[config.mk]
export PLATFORM = sky130hd
export DESIGN_NAME = ppi_top
export DESIGN_NICKNAME = d
export VERILOG_FILES = /design/src/rtl/ppi_pkg.sv /design/src/rtl/ppi_ctrl.sv /design/src/rtl/ppi_datapath.sv /design/src/rtl/ppi_top.sv
export SDC_FILE = /design/constraint.sdc
export NUM_CORES = 1
export LEC_CHECK = 0
export ABC_AREA = 1
export BUFFER_PORTS_ARGS = -buffer_cell sky130_fd_sc_hd__buf_2
export CORE_MARGIN = 2
export CORE_UTILIZATION = 44
export DETAILED_ROUTE_END_ITERATION = 8
export GPL_ROUTABILITY_DRIVEN = 0
export PLACE_DENSITY = 0.78
export SETUP_SLACK_MARGIN = 0.4
export SLEW_MARGIN = 20
export SYNTH_ARGS = -nofsm -noshare
export SYNTH_HDL_FRONTEND = slang
export SYNTH_SLANG_ARGS = --single-unit
[constraint.sdc]
create_clock -name clk -period 1.3 [get_ports clk]
set_input_delay 0.39 -clock clk [delete_from_list [all_inputs] [get_ports clk]]
set_output_delay 0.39 -clock clk [all_outputs]
set_load 0.02 [all_outputs]
[src/rtl/ppi_pkg.sv]
package ppi_pkg;
  localparam int PPI_W     = 8;
  localparam int PPI_IDX_W = $clog2(PPI_W);
  localparam int PPI_HALF  = PPI_W / 2;

  // control word bit positions
  localparam int CTL_CL_IN  = 0;
  localparam int CTL_B_IN   = 1;
  localparam int CTL_GB_MD  = 2;
  localparam int CTL_CH_IN  = 3;
  localparam int CTL_A_IN   = 4;
  localparam int CTL_GA_LO  = 5;
  localparam int CTL_GA_HI  = 6;
  localparam int CTL_CMD    = 7;
  localparam logic [PPI_W-1:0] CTL_RESET = 8'h9B;

  localparam logic [1:0] SEL_A = 2'd0;
  localparam logic [1:0] SEL_B = 2'd1;
  localparam logic [1:0] SEL_C = 2'd2;
  localparam logic [1:0] SEL_K = 2'd3;

  typedef struct packed {
    logic                 wrA;
    logic                 wrB;
    logic                 wrC;
    logic                 modeSet;
    logic                 bitOp;
    logic [PPI_IDX_W-1:0] bitIdx;
    logic                 bitVal;
    logic                 rdEn;
    logic [1:0]           rdSel;
  } ppi_strobe_t;
endpackage

[src/rtl/ppi_ctrl.sv]
module ppi_ctrl
  import ppi_pkg::*;
(
  input  logic             cs,
  input  logic             rd,
  input  logic             wr,
  input  logic [1:0]       addr,
  input  logic [PPI_W-1:0] wdata,
  output ppi_strobe_t      st
);
  logic wrHit;
  assign wrHit = cs && wr;

  always_comb begin
    st         = '0;
    st.wrA     = wrHit && (addr == SEL_A);
    st.wrB     = wrHit && (addr == SEL_B);
    st.wrC     = wrHit && (addr == SEL_C);
    st.modeSet = wrHit && (addr == SEL_K) && wdata[CTL_CMD];
    st.bitOp   = wrHit && (addr == SEL_K) && !wdata[CTL_CMD];
    st.bitIdx  = wdata[PPI_IDX_W:1];
    st.bitVal  = wdata[0];
    st.rdEn    = cs && rd;
    st.rdSel   = addr;
  end
endmodule

[src/rtl/ppi_datapath.sv]
module ppi_datapath
  import ppi_pkg::*;
(
  input  logic             clk,
  input  logic             rstN,
  input  ppi_strobe_t      st,
  input  logic [PPI_W-1:0] wdata,
  input  logic [PPI_W-1:0] pinA,
  input  logic [PPI_W-1:0] pinB,
  input  logic [PPI_W-1:0] pinC,
  output logic [PPI_W-1:0] latA,
  output logic [PPI_W-1:0] latB,
  output logic [PPI_W-1:0] latC,
  output logic [PPI_W-1:0] oeA,
  output logic [PPI_W-1:0] oeB,
  output logic [PPI_W-1:0] oeC,
  output logic [PPI_W-1:0] rdataQ,
  output logic             badQ
);
  logic [PPI_W-1:0] ctrlQ;
  logic [PPI_W-1:0] rdMux;
  logic [PPI_W-1:0] cView;
  logic             wantsOther;

  assign wantsOther = wdata[CTL_GB_MD] | wdata[CTL_GA_LO] | wdata[CTL_GA_HI];

  assign oeA = {PPI_W{~ctrlQ[CTL_A_IN]}};
  assign oeB = {PPI_W{~ctrlQ[CTL_B_IN]}};
  assign oeC = {{PPI_HALF{~ctrlQ[CTL_CH_IN]}}, {PPI_HALF{~ctrlQ[CTL_CL_IN]}}};

  // per-half select of port C source
  assign cView = (oeC & latC) | (~oeC & pinC);

  always_comb begin
    unique case (st.rdSel)
      SEL_A:   rdMux = ctrlQ[CTL_A_IN] ? pinA : latA;
      SEL_B:   rdMux = ctrlQ[CTL_B_IN] ? pinB : latB;
      SEL_C:   rdMux = cView;
      default: rdMux = ctrlQ;
    endcase
  end

  always_ff @(posedge clk) begin
    if (!rstN) begin
      ctrlQ  <= CTL_RESET;
      latA   <= '1;
      latB   <= '1;
      latC   <= '1;
      badQ   <= 1'b0;
      rdataQ <= '0;
    end else begin
      if (st.wrA) latA <= wdata;
      if (st.wrB) latB <= wdata;
      if (st.wrC) latC <= wdata;
      if (st.bitOp) latC[st.bitIdx] <= st.bitVal;
      if (st.modeSet) begin
        ctrlQ <= wdata;
        if (wantsOther) badQ <= 1'b1;
      end
      if (st.rdEn) rdataQ <= rdMux;
    end
  end
endmodule

[src/rtl/ppi_top.sv]
module ppi_top
  import ppi_pkg::*;
(
  input  logic             clk,
  input  logic             rstN,
  input  logic             cs,
  input  logic             rd,
  input  logic             wr,
  input  logic [1:0]       addr,
  input  logic [PPI_W-1:0] wdata,
  output logic [PPI_W-1:0] rdata,
  input  logic [PPI_W-1:0] portAIn,
  input  logic [PPI_W-1:0] portBIn,
  input  logic [PPI_W-1:0] portCIn,
  output logic [PPI_W-1:0] portAOut,
  output logic [PPI_W-1:0] portBOut,
  output logic [PPI_W-1:0] portCOut,
  output logic [PPI_W-1:0] portAOe,
  output logic [PPI_W-1:0] portBOe,
  output logic [PPI_W-1:0] portCOe,
  output logic             badMode
);
  ppi_strobe_t st;

  ppi_ctrl u_ctrl (
    .cs(cs), .rd(rd), .wr(wr), .addr(addr), .wdata(wdata), .st(st)
  );

  ppi_datapath u_dp (
    .clk(clk), .rstN(rstN), .st(st), .wdata(wdata),
    .pinA(portAIn), .pinB(portBIn), .pinC(portCIn),
    .latA(portAOut), .latB(portBOut), .latC(portCOut),
    .oeA(portAOe), .oeB(portBOe), .oeC(portCOe),
    .rdataQ(rdata), .badQ(badMode)
  );
endmodule

==> results of run 1 <==
registers in the layout, summed over array words and instances, names as in the netlist:
name and flops:
u_dp.latA 8, u_dp.rdataQ 8, u_dp.latB 8, u_dp.badQ 1, u_dp.ctrlQ 8, u_dp.latC 8
cell usage after synthesis, types with 2 or more instances:
master | number | area [sq um]
inv_1 | 33 | 123.9
buf_4 | 22 | 165.2
nand3_1 | 38 | 190.2
nor2_2 | 2 | 12.51
nand2_1 | 103 | 386.6
inv_2 | 4 | 15.01
nor2_1 | 24 | 90.09
clkbuf_1 | 7 | 26.28
or2_2 | 5 | 31.28
o211ai_1 | 26 | 195.2
a21oi_1 | 2 | 10.01
dfxtp_1 | 41 | 820.8
nand2_2 | 3 | 18.77
nor2_4 | 4 | 45.04
nand4_1 | 2 | 12.51
nand3b_1 | 2 | 15.01
buf_2 | 2 | 10.01
o21ai_0 | 20 | 100.1
routing by layer:
| metal | wire (um) | vias up | part of all wire, % |
|---|---|---|---|
| met3 | 1310 | 120 | 11 |
| met5 | 0 | - | 0 |
| met4 | 1132 | 0 | 9.7 |
| met2 | 5324 | 330 | 46 |
| met1 | 3892 | 1490 | 33 |
| li1 | - | 1382 | - |
worst max-delay path, cell delays in order, from the launching register on:
cell and delay [ns]:
dfxtp_4 0.40, clkinvlp_4 0.12, buf_2 0.17
logic make-up after synthesis:
logic type | synth area share, %
simple gates | 35.94
flops | 35.19
buf+inv | 15.45
compound gates | 13.41
how the worst max path moves through the flow:
stage / start / end / depth (start not counted)
finish: u_dp.ctrlQ[4]$_SDFFE_PN1P_ / portAOe[5] / 2
global route: u_dp.ctrlQ[4]$_SDFFE_PN1P_ / portAOe[0] / 2
CTS: u_dp.ctrlQ[4]$_SDFFE_PN1P_ / portAOe[1] / 2
detailed placement: addr[0] / u_dp.latC[5]$_SDFF_PN1_ / 8
global placement: addr[1] / u_dp.ctrlQ[5]$_SDFFE_PN0P_ / 8
floorplan: u_dp.ctrlQ[4]$_SDFFE_PN1P_ / portAOe[1] / 2
metrics by stage:
step | TNS (ns) | power [uW] | cells | hold WS (ns)
after detailed placement | -3.814 | 1954 | 501 | 0.4325
after global routing | -2.226 | 3355 | 558 | 0.3901
after CTS | -0.9415 | 3069 | 551 | 0.3747
after floorplan | 0 | 1744 | 347 | 0.4122
final | -2.003 | 3304 | 558 | 0.3692
after global placement | -2.607 | 1945 | 501 | 0.4302
power by group:
group | internal (uW) | switching (uW) | leakage [uW]
Clock | 482 | 558 | 0.0000542
Combinational | 395 | 512 | 0.00173
Sequential | 1310 | 49.3 | 0.000328
Total | 2180 | 1120 | 0.00211
what timing repair did:
| action | 4_1_cts | 5_1_grt |
|---|---|---|
| endpoints found under the hold margin | 0 | 0 |
| endpoints found under the setup margin | 98 | 98 |
| pin swaps | 26 | 38 |
| gates resized for setup | 177 | 59 |
| setup buffers | 38 | 6 |
| cloned | 4 | 1 |
cell type report:
class,count,area (sq um)
sequential,41,879.6
fill,290,929.6
timing repair inverter,3,26.28
multi-input combinational,237,1455
clock buffer,7,96.34
tap,70,87.58
inverter,39,219.0
clock inverter,1,5.005
timing repair buffer,160,1409
==> impl.org, run 1 <==
** Worst setup path
- Required time at the endpoint of the critical path :: 0.91 ns
- Critical-path maximum fanout :: 5
- Setup slack on the worst reg-to-reg path comes out at -0.08 ns.
- STA puts the critical path data arrival time at between 1 and 1.5 ns.
- Launch instance of the worst register-to-register path :: u_dp.ctrlQ[4]$_SDFFE_PN1P_
- The worst setup path is launched from a flop.
- Worst r2r dst :: u_dp.rdataQ[6]$_SDFFE_PN0P_
- Measured in cells, the most critical reg-to-reg path has a length of 5.
- Setup Crit Path Kind :: flop to output pin
- Crit end category :: output pin

** Placed design
- Detailed-placement wirelength estimate :: between 5000 and 6000 um
- Cell area after placement :: roughly 3000 sq um
- Port buffering added 95 buffers.
- Worst-case setup slack after placement :: -0.1423 ns

** Floorplan
- Std-Cell Core Area :: roughly 5000 sq um
- Die width :: between 70 and 80 um
- Count of boundary I/O pins :: between 90 and 100
- Initial core utilization :: between 40% and 50%
- The die is between 70 and 80 um tall.
- DIE AREA :: between 5000 and 6000 sq um
- Number of cell rows :: 26

** Worst hold path
- The worst hold path belongs to the class input port to flop.
- The worst hold path begins at rd.
- Worst hold path endpoint :: u_dp.rdataQ[4]$_SDFFE_PN0P_
- Worst hold path stage count :: 4

** Global route
- Global routing consumed, on the met3 layer, under 10% of the routing resources.
- Initial antenna violation count :: 0
- Maximum number of pins on one net before global-route repair :: 16
- Via count of the first global-routing pass :: roughly 3000
- Met1 capacity usage during global routing :: a little over a third
- Across every metal layer, demand over resource in global routing totals 32.31%.
- Most used routing layer in global routing :: met2
- The first global-routing pass estimated ~15000 um of wire.
- For this run the aggregate overflow at the end of global routing stands at 0.
- For met2 alone, demand over resource in global routing was about 53%.

** STA
- The routed design could run at a clock period as short as 1.423 ns.
- For the pin with the worst max-slew slack, the measured transition is about 0.43 ns.
- Headroom to the max-slew limit came out at between 70 and 80%.
- Once routing completed, OpenROAD measured the worst setup slack at -0.1228 ns.
- Unrepaired setup endpoints after global routing :: true
- After layout, the worst path uses 109.4% of the clock period.
- Clock skew on the completed layout was measured at 0.01192 ns.
- Endpoints failing hold :: 0
- The final max-slew violation count is 0.
- Setup violations remaining at the end of the flow were counted as 24.
- Timing would allow up to between 700 and 800 MHz.

** Clocking
- CTS H-tree lvls :: 2
- Clock-pin slew was measured on the worst setup and hold paths at 0.10 ns.
- The later pin in the worst-skew pair is clocked with a latency of about 0.34 ns.
- CTS Hold Bufs :: 0
- Buffers inserted during clock tree synthesis total 5.
- Counting along the longest clock path gives a buffer depth of 2.
- TritonCTS built the clock tree.
- Clock Sinks :: between 40 and 50
- Root buffer cell :: clkbuf_8

** Pwr
- Worst VDD drop :: between 700 and 800 uV
- Pwr dens :: 790.8 nW/um^2
- Static Leak :: about 0.0021 uW

** Synth
- A synthesized cell averages 6.721 sq um.
- The cell area that synthesis handed to floorplanning was approximately 2300 sq um.
- Net count after synthesis :: a little under 400
- EDFF count, synth :: 0
- Number of unique standard cell types used by synthesis :: 25
- Yosys printed 0 warnings.
- In the synthesized netlist the dominant register cell turns out to be dfxtp_1.
- Share of flip-flops with an asynchronous set or reset :: 0%
- The share of the Yosys chip area taken by registers is approximately a third.
- Synthesis inferred 41 register bits.
- Cells after synthesis :: about 350

** Layout
- The area growth from synthesis to layout is 79.13%.
- Once layout is complete, the utilization of the core stands at around four fifths.
- Fraction of final layout cells with drive strength greater than 1 :: 59.63%
- 0 antenna diodes ended up in the layout.
- Fin nets :: ~530
- Summing all non-filler instances in the final layout gives an area of roughly 4200 sq um.
- Most frequent cells in the layout :: nand2_1, buf_6, buf_4, buf_2, dfxtp_2
- The library cell used most frequently in the layout, excluding fill and tap cells, is nand2_1.

** Routing
- The pre-antenna-repair detailed-routing pass consisted of 6 iterations.
- Using the TritonRoute via totals, the vias-per-cell ratio works out to approximately 6.0.
- Detailed-route wire length per cell :: between 20 and 25 um
- For this run, design rule violations remaining after detail routing come to 0.
- The final layout contains routed wiring with a total length of 11660 um.
- Overall via count from detail_route :: between 3000 and 4000
- Violation count after the first detailed-routing iteration :: approximately 370
- Count of antenna-violating nets left after detailed routing :: 0

** Flow run
- Max-cap violations in this run came to 0.

** Outcome
- Run status :: finished, violations left
- The checks that failed: negative setup slack.
(Power assumes the default switching activity.)
==> run 2: changes to the inputs <==
--- a/config.mk
+++ b/config.mk
@@ -6,12 +6,12 @@
 export NUM_CORES = 1
 export LEC_CHECK = 0
 export ABC_AREA = 1
-export BUFFER_PORTS_ARGS = -buffer_cell sky130_fd_sc_hd__buf_2
 export CORE_MARGIN = 2
-export CORE_UTILIZATION = 44
+export CORE_UTILIZATION = 54
 export DETAILED_ROUTE_END_ITERATION = 8
+export DONT_BUFFER_PORTS = 1
 export GPL_ROUTABILITY_DRIVEN = 0
-export PLACE_DENSITY = 0.78
+export PLACE_DENSITY = 0.73
 export SETUP_SLACK_MARGIN = 0.4
 export SLEW_MARGIN = 20
 export SYNTH_ARGS = -nofsm -noshare
==> run 2 against run 1 <==
Effect of this change: the flow still finishes with violations (negative setup slack); via count fell by 25%; highest routed layer unchanged; largest power group unchanged; combinational power fell by 46%; largest cell class unchanged; clock skew fell by 0.0068 ns; sequential power barely moved; critical path depth did not move.
==> impl.org, run 2 (synthesis results as in run 1) <==
** Outcome
- Run status :: finished, violations left
- Violations in the final reports :: negative setup slack

** Layout
- Leaving out fill and tap cells, the most frequent cell in the layout is nand2_1.
- Most frequent cells in the layout :: nand2_1, inv_1, dfxtp_4, o211ai_1, nand3_1
- Non-filler instance count after layout :: 419
- With fillers left out, the area of the finished cells amounts to ~3200 sq um.
- Measured on the finished design, the core utilization comes to roughly 78%.
- Synthesis-to-finish area growth :: 36.16%
- Fin nets :: just over 400
- Fraction of final layout cells with drive strength greater than 1 :: 43.09%
- Antenna diode count :: 0
- The layout has ~280 filler cells.

** Clocking
- Clock tree synthesis found a total of 41 sinks.
- TritonCTS clock tree :: built
- The tree is rooted in a clkbuf_8.
- The clock reaches the later pin of the worst-skew pair after roughly 0.3 ns.
- Bufs on Longest Clock Path :: 2
- In this run the number of H-tree levels came out at 2.
- After clock tree synthesis, the clock-pin slew on the worst setup and hold paths is about 0.080 ns.
- Buffers inserted during clock tree synthesis total 5.

** STA
- Endpoints failing hold :: 0
- Final number of setup-violating endpoints :: 16
- On the final layout, the worst clock skew is ~0.0051 ns.
- Total negative slack for setup checks :: -0.7259 ns
- Unrepaired setup endpoints after global routing :: true
- Across all setup checks in the final design, the least slack found is -0.05488 ns.
- For the finished layout, the period the worst path requires is 1.355 ns.
- Final Max Slew Viols :: 0
- Portion of the clock cycle consumed by the worst path in the final layout :: 104.2%
- Actual slew at the worst max-slew pin :: 0.3982 ns
- Worst slew slack as a fraction of its limit :: about three quarters
- F_max :: around 740 MHz

** Placed design
- Before CTS, the worst setup slack after placement is approximately 0.045 ns.
- Total placed cells including tap cells :: around 380
- Detailed-placement wirelength estimate :: ~5000 um
- Cell area after placement :: ~2500 sq um
- Port buffering added 0 buffers.

** Pwr
- Across the VDD grid, the largest voltage drop is between 600 and 700 uV.
- In this run the power density over the cells is between 900 and 1000 nW/um^2.
- Summed over all cells, the static leakage comes to approximately 0.0015 uW.

** Worst setup path
- Worst setup SP type :: flop
- Of all nets on the critical path, the largest fanout is 6.
- Setup Crit Path Kind :: flop to output pin
- Worst Path Arrival :: between 0.9 and 1 ns
- STA classifies the critical path endpoint as an output pin.
- Data on the critical path is required at its endpoint by a little over 0.9 ns.

** Floorplan
- Std-Cell Core Area :: between 4000 and 5000 sq um
- Number of cell rows :: 23
- Count of boundary I/O pins :: 96
- The floorplan step defined a die boundary enclosing about 5000 sq um.
- Measured along the y axis, the die boundary spans about 70 um.
- Die width :: about 70 um
- Initial core utilization :: between 50% and 60%

** Routing
- The routed layout has about 2500 vias.
- First-pass iteration count of the detailed router :: 5
- After detailed routing, the average wire length per cell comes to 18.85 um.
- Remaining routing DRC violations :: 0
- Wires add up to between 7000 and 8000 um.
- Count of antenna-violating nets left after detailed routing :: 0
- Violation count after the first detailed-routing iteration :: roughly 190
- Drt via density :: between 5 and 6

** Global route
- First-pass GRT wire length :: ~11000 um
- Summed over all layers, the global routing overflow is 0.
- Via count of the first global-routing pass :: ~2200
- Initial antenna violation count :: 0
- For this run, the total global-route usage over all layers was measured as 28.76%.
- Entering global routing, the biggest net connects 43 pins.

** Worst hold path
- The tightest min-delay check is of the input port to flop type.

** Flow run
- Number of max-cap violations :: 0
## run 2: worst paths after layout
path                            slack (ns)                  startpoint                           to  depth (start not counted)
worst min-delay path                  0.16                        rstN      u_dp.latC[2]$_SDFF_PN1_                          1
worst max-delay path                 -0.05  u_dp.ctrlQ[4]$_SDFFE_PN1P_                   portAOe[1]                          2
worst min register to register        0.45  u_dp.ctrlQ[7]$_SDFFE_PN1P_   u_dp.ctrlQ[7]$_SDFFE_PN1P_                          2
worst max register to register       -0.01  u_dp.ctrlQ[1]$_SDFFE_PN1P_  u_dp.rdataQ[7]$_SDFFE_PN0P_                          7
## run 2: metal layers
layer	routed length (um)	vias up	share of wire (%)	GRT usage, %
met1	2908	1152	37	34.17
met4	322	0	4.1	9.615
met2	3785	154	48	47.76
met3	881	32	11	10.90
li1	-	1147	-	-
met5	0	-	0	0
## run 2: repair_timing
item                       CTS  global route
gates resized for setup     94            43
setup buffers               11            14
pin swaps                   18            37
setup endpoints to repair   69            80
hold buffers                 0             0
gates cloned                 1             2
## run 2: final cells by class
class | count | area [sq um] | area share [%]
multi-input cells | 237 | 1379 | 43.42
clock inverters | 1 | 30.03 | 0.9456
repair inverters | 1 | 8.758 | 0.2758
inverters | 39 | 240.2 | 7.565
flip-flops and latches | 41 | 934.6 | 29.43
well taps | 50 | 62.56 | 1.970
clock buffers | 7 | 86.33 | 2.719
repair buffers | 43 | 434.2 | 13.67
## run 2: worst max-delay path, stage by stage (launching register included)
cell	delay (ns)
dfxtp_4	0.36
clkinvlp_4	0.11
buf_12	0.19
## run 2: stage by stage
| step | total power, uW | hold WS (ns) |
|---|---|---|
| after floorplan | 1744 | 0.4122 |
| after global placement | 1767 | 0.4227 |
| after detailed placement | 1773 | 0.4267 |
| after CTS | 2864 | 0.1700 |
| after global routing | 3053 | 0.1530 |
| final | 2940 | 0.1641 |
## run 2: where the power goes
group          leakage (uW)  switching [uW]  total [uW]  internal, uW
Combinational       0.00111             291         492           201
Clock             0.0000585             456        1080           626
Sequential         0.000336            86.2        1370          1280
Total               0.00150             834        2940          2110
